### src/rtl/tp_pkg.sv
package tp_pkg;

  typedef struct packed {
    logic histShift;   // shift outcome into both histories
    logic cntWrite;    // train both direction counter tables
    logic selUp;       // chooser toward global
    logic selDown;     // chooser toward local
    logic outcome;     // resolved direction
  } tpStrobes_t;

  localparam int GCNT_W = 2;
  localparam int LCNT_W = 3;
  localparam int SCNT_W = 2;
  localparam int GCNT_INIT = 1;
  localparam int LCNT_INIT = 3;
  localparam int SCNT_INIT = 1;

endpackage

### src/rtl/tp_cnt_table.sv
module tp_cnt_table
  import tp_pkg::*;
#(
  parameter int IDX_W = 4,
  parameter int CNT_W = 2,
  parameter int INIT  = 1
) (
  input  logic             clk,
  input  logic             rstN,
  input  logic [IDX_W-1:0] rdIdx,
  output logic             rdMsb,
  input  logic             wrEn,
  input  logic [IDX_W-1:0] wrIdx,
  input  logic             wrUp
);
  localparam int DEPTH = 1 << IDX_W;
  localparam logic [CNT_W-1:0] CNT_MAX = '1;
  localparam logic [CNT_W-1:0] CNT_RST = CNT_W'(INIT);

  logic [CNT_W-1:0] cntQ [DEPTH];
  logic [CNT_W-1:0] curCnt;
  logic [CNT_W-1:0] nextCnt;

  assign rdMsb  = cntQ[rdIdx][CNT_W-1];
  assign curCnt = cntQ[wrIdx];

  always_comb begin
    nextCnt = curCnt;
    if (wrUp && curCnt != CNT_MAX) nextCnt = curCnt + 1'b1;
    else if (!wrUp && curCnt != '0) nextCnt = curCnt - 1'b1;
  end

  always_ff @(posedge clk) begin
    if (!rstN) begin
      for (int i = 0; i < DEPTH; i++) cntQ[i] <= CNT_RST;
    end else if (wrEn) begin
      cntQ[wrIdx] <= nextCnt;
    end
  end
endmodule

### src/rtl/tp_ctrl.sv
module tp_ctrl
  import tp_pkg::*;
(
  input  logic       updValid,
  input  logic       updTaken,
  input  logic       updGlobalPred,
  input  logic       updLocalPred,
  output tpStrobes_t strb
);
  logic globalRight;
  logic localRight;

  assign globalRight = (updGlobalPred == updTaken);
  assign localRight  = (updLocalPred == updTaken);

  always_comb begin
    strb.histShift = updValid;
    strb.cntWrite  = updValid;
    strb.outcome   = updTaken;
    strb.selUp     = updValid && globalRight && !localRight;
    strb.selDown   = updValid && !globalRight && localRight;
  end
endmodule

### src/rtl/tp_datapath.sv
module tp_datapath
  import tp_pkg::*;
#(
  parameter int PC_W        = 12,
  parameter int GHIST_W     = 6,
  parameter int LHIST_IDX_W = 4,
  parameter int LHIST_W     = 5,
  parameter int SEL_IDX_W   = 5,
  parameter bit GSHARE      = 1'b0
) (
  input  logic               clk,
  input  logic               rstN,
  input  tpStrobes_t         strb,
  input  logic [PC_W-1:0]    predPc,
  input  logic [PC_W-1:0]    updPc,
  output logic               predGlobal,
  output logic               predLocal,
  output logic               predUseGlobal,
  output logic [GHIST_W-1:0] globalHist
);
  localparam int LH_DEPTH = 1 << LHIST_IDX_W;

  logic [GHIST_W-1:0]     gHistQ;
  logic [LHIST_W-1:0]     lHistQ [LH_DEPTH];
  logic [GHIST_W-1:0]     gRdIdx;
  logic [GHIST_W-1:0]     gWrIdx;
  logic [LHIST_IDX_W-1:0] lhRdSlot;
  logic [LHIST_IDX_W-1:0] lhWrSlot;
  logic [LHIST_W-1:0]     lRdHist;
  logic [LHIST_W-1:0]     lWrHist;

  assign globalHist = gHistQ;

  generate
    if (GSHARE) begin : gIdxHashed
      assign gRdIdx = gHistQ ^ predPc[GHIST_W-1:0];
      assign gWrIdx = gHistQ ^ updPc[GHIST_W-1:0];
    end else begin : gIdxPlain
      assign gRdIdx = gHistQ;
      assign gWrIdx = gHistQ;
    end
  endgenerate

  assign lhRdSlot = predPc[LHIST_IDX_W-1:0];
  assign lhWrSlot = updPc[LHIST_IDX_W-1:0];
  assign lRdHist  = lHistQ[lhRdSlot];
  assign lWrHist  = lHistQ[lhWrSlot];

  always_ff @(posedge clk) begin
    if (!rstN) begin
      gHistQ <= '0;
    end else if (strb.histShift) begin
      gHistQ <= {gHistQ[GHIST_W-2:0], strb.outcome};
    end
  end

  always_ff @(posedge clk) begin
    if (!rstN) begin
      for (int i = 0; i < LH_DEPTH; i++) lHistQ[i] <= '0;
    end else if (strb.histShift) begin
      lHistQ[lhWrSlot] <= {lWrHist[LHIST_W-2:0], strb.outcome};
    end
  end

  tp_cnt_table #(.IDX_W(GHIST_W), .CNT_W(GCNT_W), .INIT(GCNT_INIT)) globalTab (
    .clk(clk), .rstN(rstN),
    .rdIdx(gRdIdx), .rdMsb(predGlobal),
    .wrEn(strb.cntWrite), .wrIdx(gWrIdx), .wrUp(strb.outcome)
  );

  tp_cnt_table #(.IDX_W(LHIST_W), .CNT_W(LCNT_W), .INIT(LCNT_INIT)) localTab (
    .clk(clk), .rstN(rstN),
    .rdIdx(lRdHist), .rdMsb(predLocal),
    .wrEn(strb.cntWrite), .wrIdx(lWrHist), .wrUp(strb.outcome)
  );

  tp_cnt_table #(.IDX_W(SEL_IDX_W), .CNT_W(SCNT_W), .INIT(SCNT_INIT)) chooserTab (
    .clk(clk), .rstN(rstN),
    .rdIdx(predPc[SEL_IDX_W-1:0]), .rdMsb(predUseGlobal),
    .wrEn(strb.selUp || strb.selDown), .wrIdx(updPc[SEL_IDX_W-1:0]),
    .wrUp(strb.selUp)
  );
endmodule

### src/rtl/tourney_predictor.sv
module tourney_predictor
  import tp_pkg::*;
#(
  parameter int PC_W        = 12,
  parameter int GHIST_W     = 6,
  parameter int LHIST_IDX_W = 4,
  parameter int LHIST_W     = 5,
  parameter int SEL_IDX_W   = 5,
  parameter bit GSHARE      = 1'b0
) (
  input  logic            clk,
  input  logic            rstN,
  input  logic [PC_W-1:0] predPc,
  output logic            predTaken,
  output logic            predGlobal,
  output logic            predLocal,
  output logic            predUseGlobal,
  input  logic            updValid,
  input  logic [PC_W-1:0] updPc,
  input  logic            updTaken,
  input  logic            updGlobalPred,
  input  logic            updLocalPred
);
  tpStrobes_t         strb;
  logic [GHIST_W-1:0] globalHist;

  tp_ctrl ctrl (
    .updValid(updValid), .updTaken(updTaken),
    .updGlobalPred(updGlobalPred), .updLocalPred(updLocalPred),
    .strb(strb)
  );

  tp_datapath #(
    .PC_W(PC_W), .GHIST_W(GHIST_W), .LHIST_IDX_W(LHIST_IDX_W),
    .LHIST_W(LHIST_W), .SEL_IDX_W(SEL_IDX_W), .GSHARE(GSHARE)
  ) dp (
    .clk(clk), .rstN(rstN), .strb(strb),
    .predPc(predPc), .updPc(updPc),
    .predGlobal(predGlobal), .predLocal(predLocal),
    .predUseGlobal(predUseGlobal), .globalHist(globalHist)
  );

  assign predTaken = predUseGlobal ? predGlobal : predLocal;
endmodule

### config.mk
export PLATFORM = sky130hd
export DESIGN_NAME = tourney_predictor
export DESIGN_NICKNAME = d
export VERILOG_FILES = /design/src/rtl/tp_pkg.sv /design/src/rtl/tp_cnt_table.sv /design/src/rtl/tp_ctrl.sv /design/src/rtl/tp_datapath.sv /design/src/rtl/tourney_predictor.sv
export SDC_FILE = /design/constraint.sdc
export NUM_CORES = 1
export LEC_CHECK = 0
export BUFFER_PORTS_ARGS = -buffer_cell sky130_fd_sc_hd__buf_2
export CAP_MARGIN = 20
export CELL_PAD_IN_SITES_DETAIL_PLACEMENT = 2
export CELL_PAD_IN_SITES_GLOBAL_PLACEMENT = 2
export CORE_ASPECT_RATIO = 0.6
export CORE_MARGIN = 2
export CORE_UTILIZATION = 48
export CTS_CLUSTER_SIZE = 30
export DETAILED_ROUTE_END_ITERATION = 12
export GPL_ROUTABILITY_DRIVEN = 1
export GPL_TIMING_DRIVEN = 0
export PLACE_DENSITY = 0.85
export SETUP_SLACK_MARGIN = 0.2
export SYNTH_ARGS = -nofsm -noshare
export SYNTH_HDL_FRONTEND = slang
export SYNTH_SLANG_ARGS = --single-unit
### constraint.sdc
create_clock -name clk -period 8.5 [get_ports clk]
set_input_delay 0 -clock clk [delete_from_list [all_inputs] [get_ports clk]]
set_output_delay 0 -clock clk [all_outputs]
set_load 0.1 [all_outputs]
==> impl_metrics.csv <==
group,metric,value,unit
run_status,outcome,"finished clean",
sta,final.setup.tns,0,ns
critical_path,worstSetupPathType,"flop to flop",
yosys,yosysWarnings,0,
global_routing,grt_max_degree,15,
sta,max_freq,0.191,GHz
sta,whs,0.0353,ns
critical_path,required,8.81,ns
floorplanning,die_x,270,um
sta,maxSlewHeadroom,0.213,
critical_path,crit_chain,"mux4_2 > mux2i_1 > and2_1 > buf_2 > clkbuf_1 > o21ai_0 > nand3_1 > nand4_1 > o22ai_4 > and3_1 > inv_1 > ha_1 > ha_1 > mux2i_1 > inv_1 > a31oi_4 > buf_4 > o21ai_1",
yosys,synthCells,1682,
finish,nNetsFinal,1777,
clock_tree,insertion_delay,0.60,ns
global_routing,grt_overflow,0,
floorplanning,initial_core_util,0.486,
clock_tree,ctsResizeCount,0,
global_routing,grt_pass1_vias,17100,
critical_path,cp_num_cells,18,
critical_path,slowest_delay,0.51,ns
floorplanning,die_area,44000,um2
critical_path,critPathLaunch,"dp.lHistQ[7][0]$_SDFFCE_PN0P_",
yosys,netlist_area,20300,um2
sta,hold_violations,0,
route,wire_per_inst,36.5,um
yosys,synthArstFlopShare,0,
sta,finalCriticalPeriod,5.24,ns
sta,skew,0.0310,ns
yosys,synth_top_area_share,0.544,
finish,fin_area,22400,um2
clock_tree,clock-root-buffer,"clkbuf_16",
critical_path,cp_num_buf_inv,5,
place,globalplace.congestion,0.918,
clock_tree,hold_buffers,0,
place,post-place-cells,2262,
floorplanning,core,41800,um2
power_and_ir_drop,power_frac_seq,0.431,
critical_path,crit_path_end_kind,"flop",
critical_path,reg2reg_slack,3.26,ns
power_and_ir_drop,power_frac_clock,0.372,
power_and_ir_drop,leakage,7.05,nW
clock_tree,cts_buffers,40,
global_routing,grt_usage,0.387,
sta,slew_viol_final,0,
place,hpwl,58200,um
critical_path,r2r-end,"dp.localTab.cntQ[2][0]$_SDFFCE_PN1P_",
route,via_per_inst,6.97,
yosys,yosysSeqAreaShare,0.556,
critical_path,cp.arrival,5.56,ns
power_and_ir_drop,power-per-cell-area,220,nW/um2
critical_path,slowest_stage,"clkbuf_1",
global_routing,grt_first_pass_wirelength,122000,um
clock_tree,clockBufferDepth,3,
sta,period_share,0.617,
floorplanning,rows,58,
sta,finalSetupViolCount,0,
route,drt-total-wl,85500,um
sta,tightest_slew,1.17,ns
route,ant_nets,0,
flow_run,cap_violations,0,
yosys,synth_area_per_cell,12.1,um2
route,drcViolationCount,0,
floorplanning,dieHeight,163,um
finish,final_common_cell,"edfxtp_1",
clock_tree,clk_pin_slew,0.07,ns
clock_tree,cts_htree_levels,2,
clock_tree,tritoncts,"done",
place,dpl-instance-area,21100,um2
yosys,dominantRegCellSynth,"edfxtp_1",
yosys,synth-edff-count,368,
critical_path,r2r-start,"dp.lHistQ[7][0]$_SDFFCE_PN0P_",
finish,instances_no_fill,2345,
critical_path,cpLargestDelayFamily,"buffers and inverters",
global_routing,antenna_found_initial,4,
yosys,synth.distinct_cells,71,
critical_path,cp_max_fo,10,
route,dr.pass1.iters,6,
yosys,yosys.area.top_type,"edfxtp_1",
power_and_ir_drop,power.switching,1.59,mW
power_and_ir_drop,internal_power,3.34,mW
finish,layout-drive-gt1-share,0.195,
power_and_ir_drop,p_total,4.93,mW
yosys,ys_seq_elements,380,
finish,area.growth.synth_to_final,10.2,%
clock_tree,post_cts_buffers,0,
critical_path,reg2reg_depth,18,
min_path,hold_class,"input pin to flop",
critical_path,worst_setup_path_start_kind,"flop",
yosys,syn-num-nets,1720,
power_and_ir_drop,comb_power_share,0.197,
route,drt_iter0_markers,2373,
power_and_ir_drop,ir_worst_vdd,0.158,mV
sta,rsz0062_at_grt,"no",
floorplanning,io_pins,34,
critical_path,endpoint,"dp.localTab.cntQ[2][0]$_SDFFCE_PN1P_",
route,num_vias,16300,
finish,final_cell_mix,"368 x edfxtp_1, 292 x nand2_1, 215 x nor2_1",
place,io_buffer_count,8,
yosys,synth.area.top_cells,"edfxtp_1 54%, mux4_2 13%, nand2_1 5.4%",
power_and_ir_drop,p_sw_frac,0.322,
clock_tree,clock-sinks,380,
-- cells in the mapped netlist, types with 12 or more instances --
cell type and n:
nor2_1 215, mux2_2 13, mux2i_1 45, clkbuf_1 77
nor2b_1 14, dfxtp_1 12, mux4_2 115, o21ai_0 44
a21oi_2 30, and3_1 19, edfxtp_1 368, buf_2 46
nand3_1 120, and2_1 12, nand2_1 292, o21ai_1 53
nor3_1 27, buf_6 13, buf_4 15
-- how the worst min path moves through the flow --
stage / depth (start not counted) / startpoint / endpoint / slack, ns
floorplan: 3 / updLocalPred / dp.chooserTab.cntQ[29][1]$_SDFFCE_PN0P_ / 0.40
global placement: 3 / updTaken / dp.globalHist[0]$_SDFFE_PN0P_ / 0.60
detailed placement: 3 / updTaken / dp.globalHist[0]$_SDFFE_PN0P_ / 0.62
CTS: 3 / updTaken / dp.globalHist[0]$_SDFFE_PN0P_ / 0.03
global route: 3 / updTaken / dp.globalHist[0]$_SDFFE_PN0P_ / 0.05
finish: 3 / updTaken / dp.globalHist[0]$_SDFFE_PN0P_ / 0.04
-- cell type report --
class,instances,area [um2]
sequential,380,11300
timing repair buffer,15,91.3
clock inverter,17,136
fill,4002,19400
buffer,161,816
clock buffer,57,1130
antenna,4,10.0
multi-input combinational,1129,8160
tap,570,713
inverter,12,45.0
-- registers in the layout (all words and copies together) (netlist names), named ones only --
signal and count:
dp.chooserTab.cntQ 64, dp.globalHist 6, dp.globalTab.cntQ 128, dp.lHistQ 80
dp.localTab.cntQ 96
-- routing by layer --
metal,vias to the layer above,share of wire,GRT usage
met1,8534,0.40,0.533
met3,241,0.12,0.106
met2,1208,0.45,0.593
met4,6,0.035,0.141
met5,-,0.00049,0
li1,6346,-,-
-- metrics by stage --
stage                util  setup WS [ns]
global route        0.535           3.13
CTS                 0.534           3.28
detailed placement  0.504           3.43
floorplan               -           4.60
finish              0.536           3.26
global placement    0.504           3.72
-- power groups by stage --
stage	logic, mW	registers, mW	clock network [mW]
6_report	0.973	2.13	1.83
5_1_grt	0.998	2.13	1.88
4_1_cts	0.938	2.12	1.80
3_5_place_dp	0.914	2.16	0
3_3_place_gp	0.865	2.15	0
2_1_floorplan	0.608	2.14	0
-- worst min-delay path: stages --
cell and delay [ns]:
buf_2 0.26, mux2i_1 0.21, nor2b_1 0.07
-- cell families after synthesis --
family,share of synthesized area
buffers and inverters,0.0424
xor gates and xnor gates,0.00259
adders and majority gates,0.00493
AOI/OAI and AO/OA,0.0743
DFF,0.556
muxes,0.158
and+or+nand+nor,0.162
Note: power is estimated with default switching activity, not from simulation.
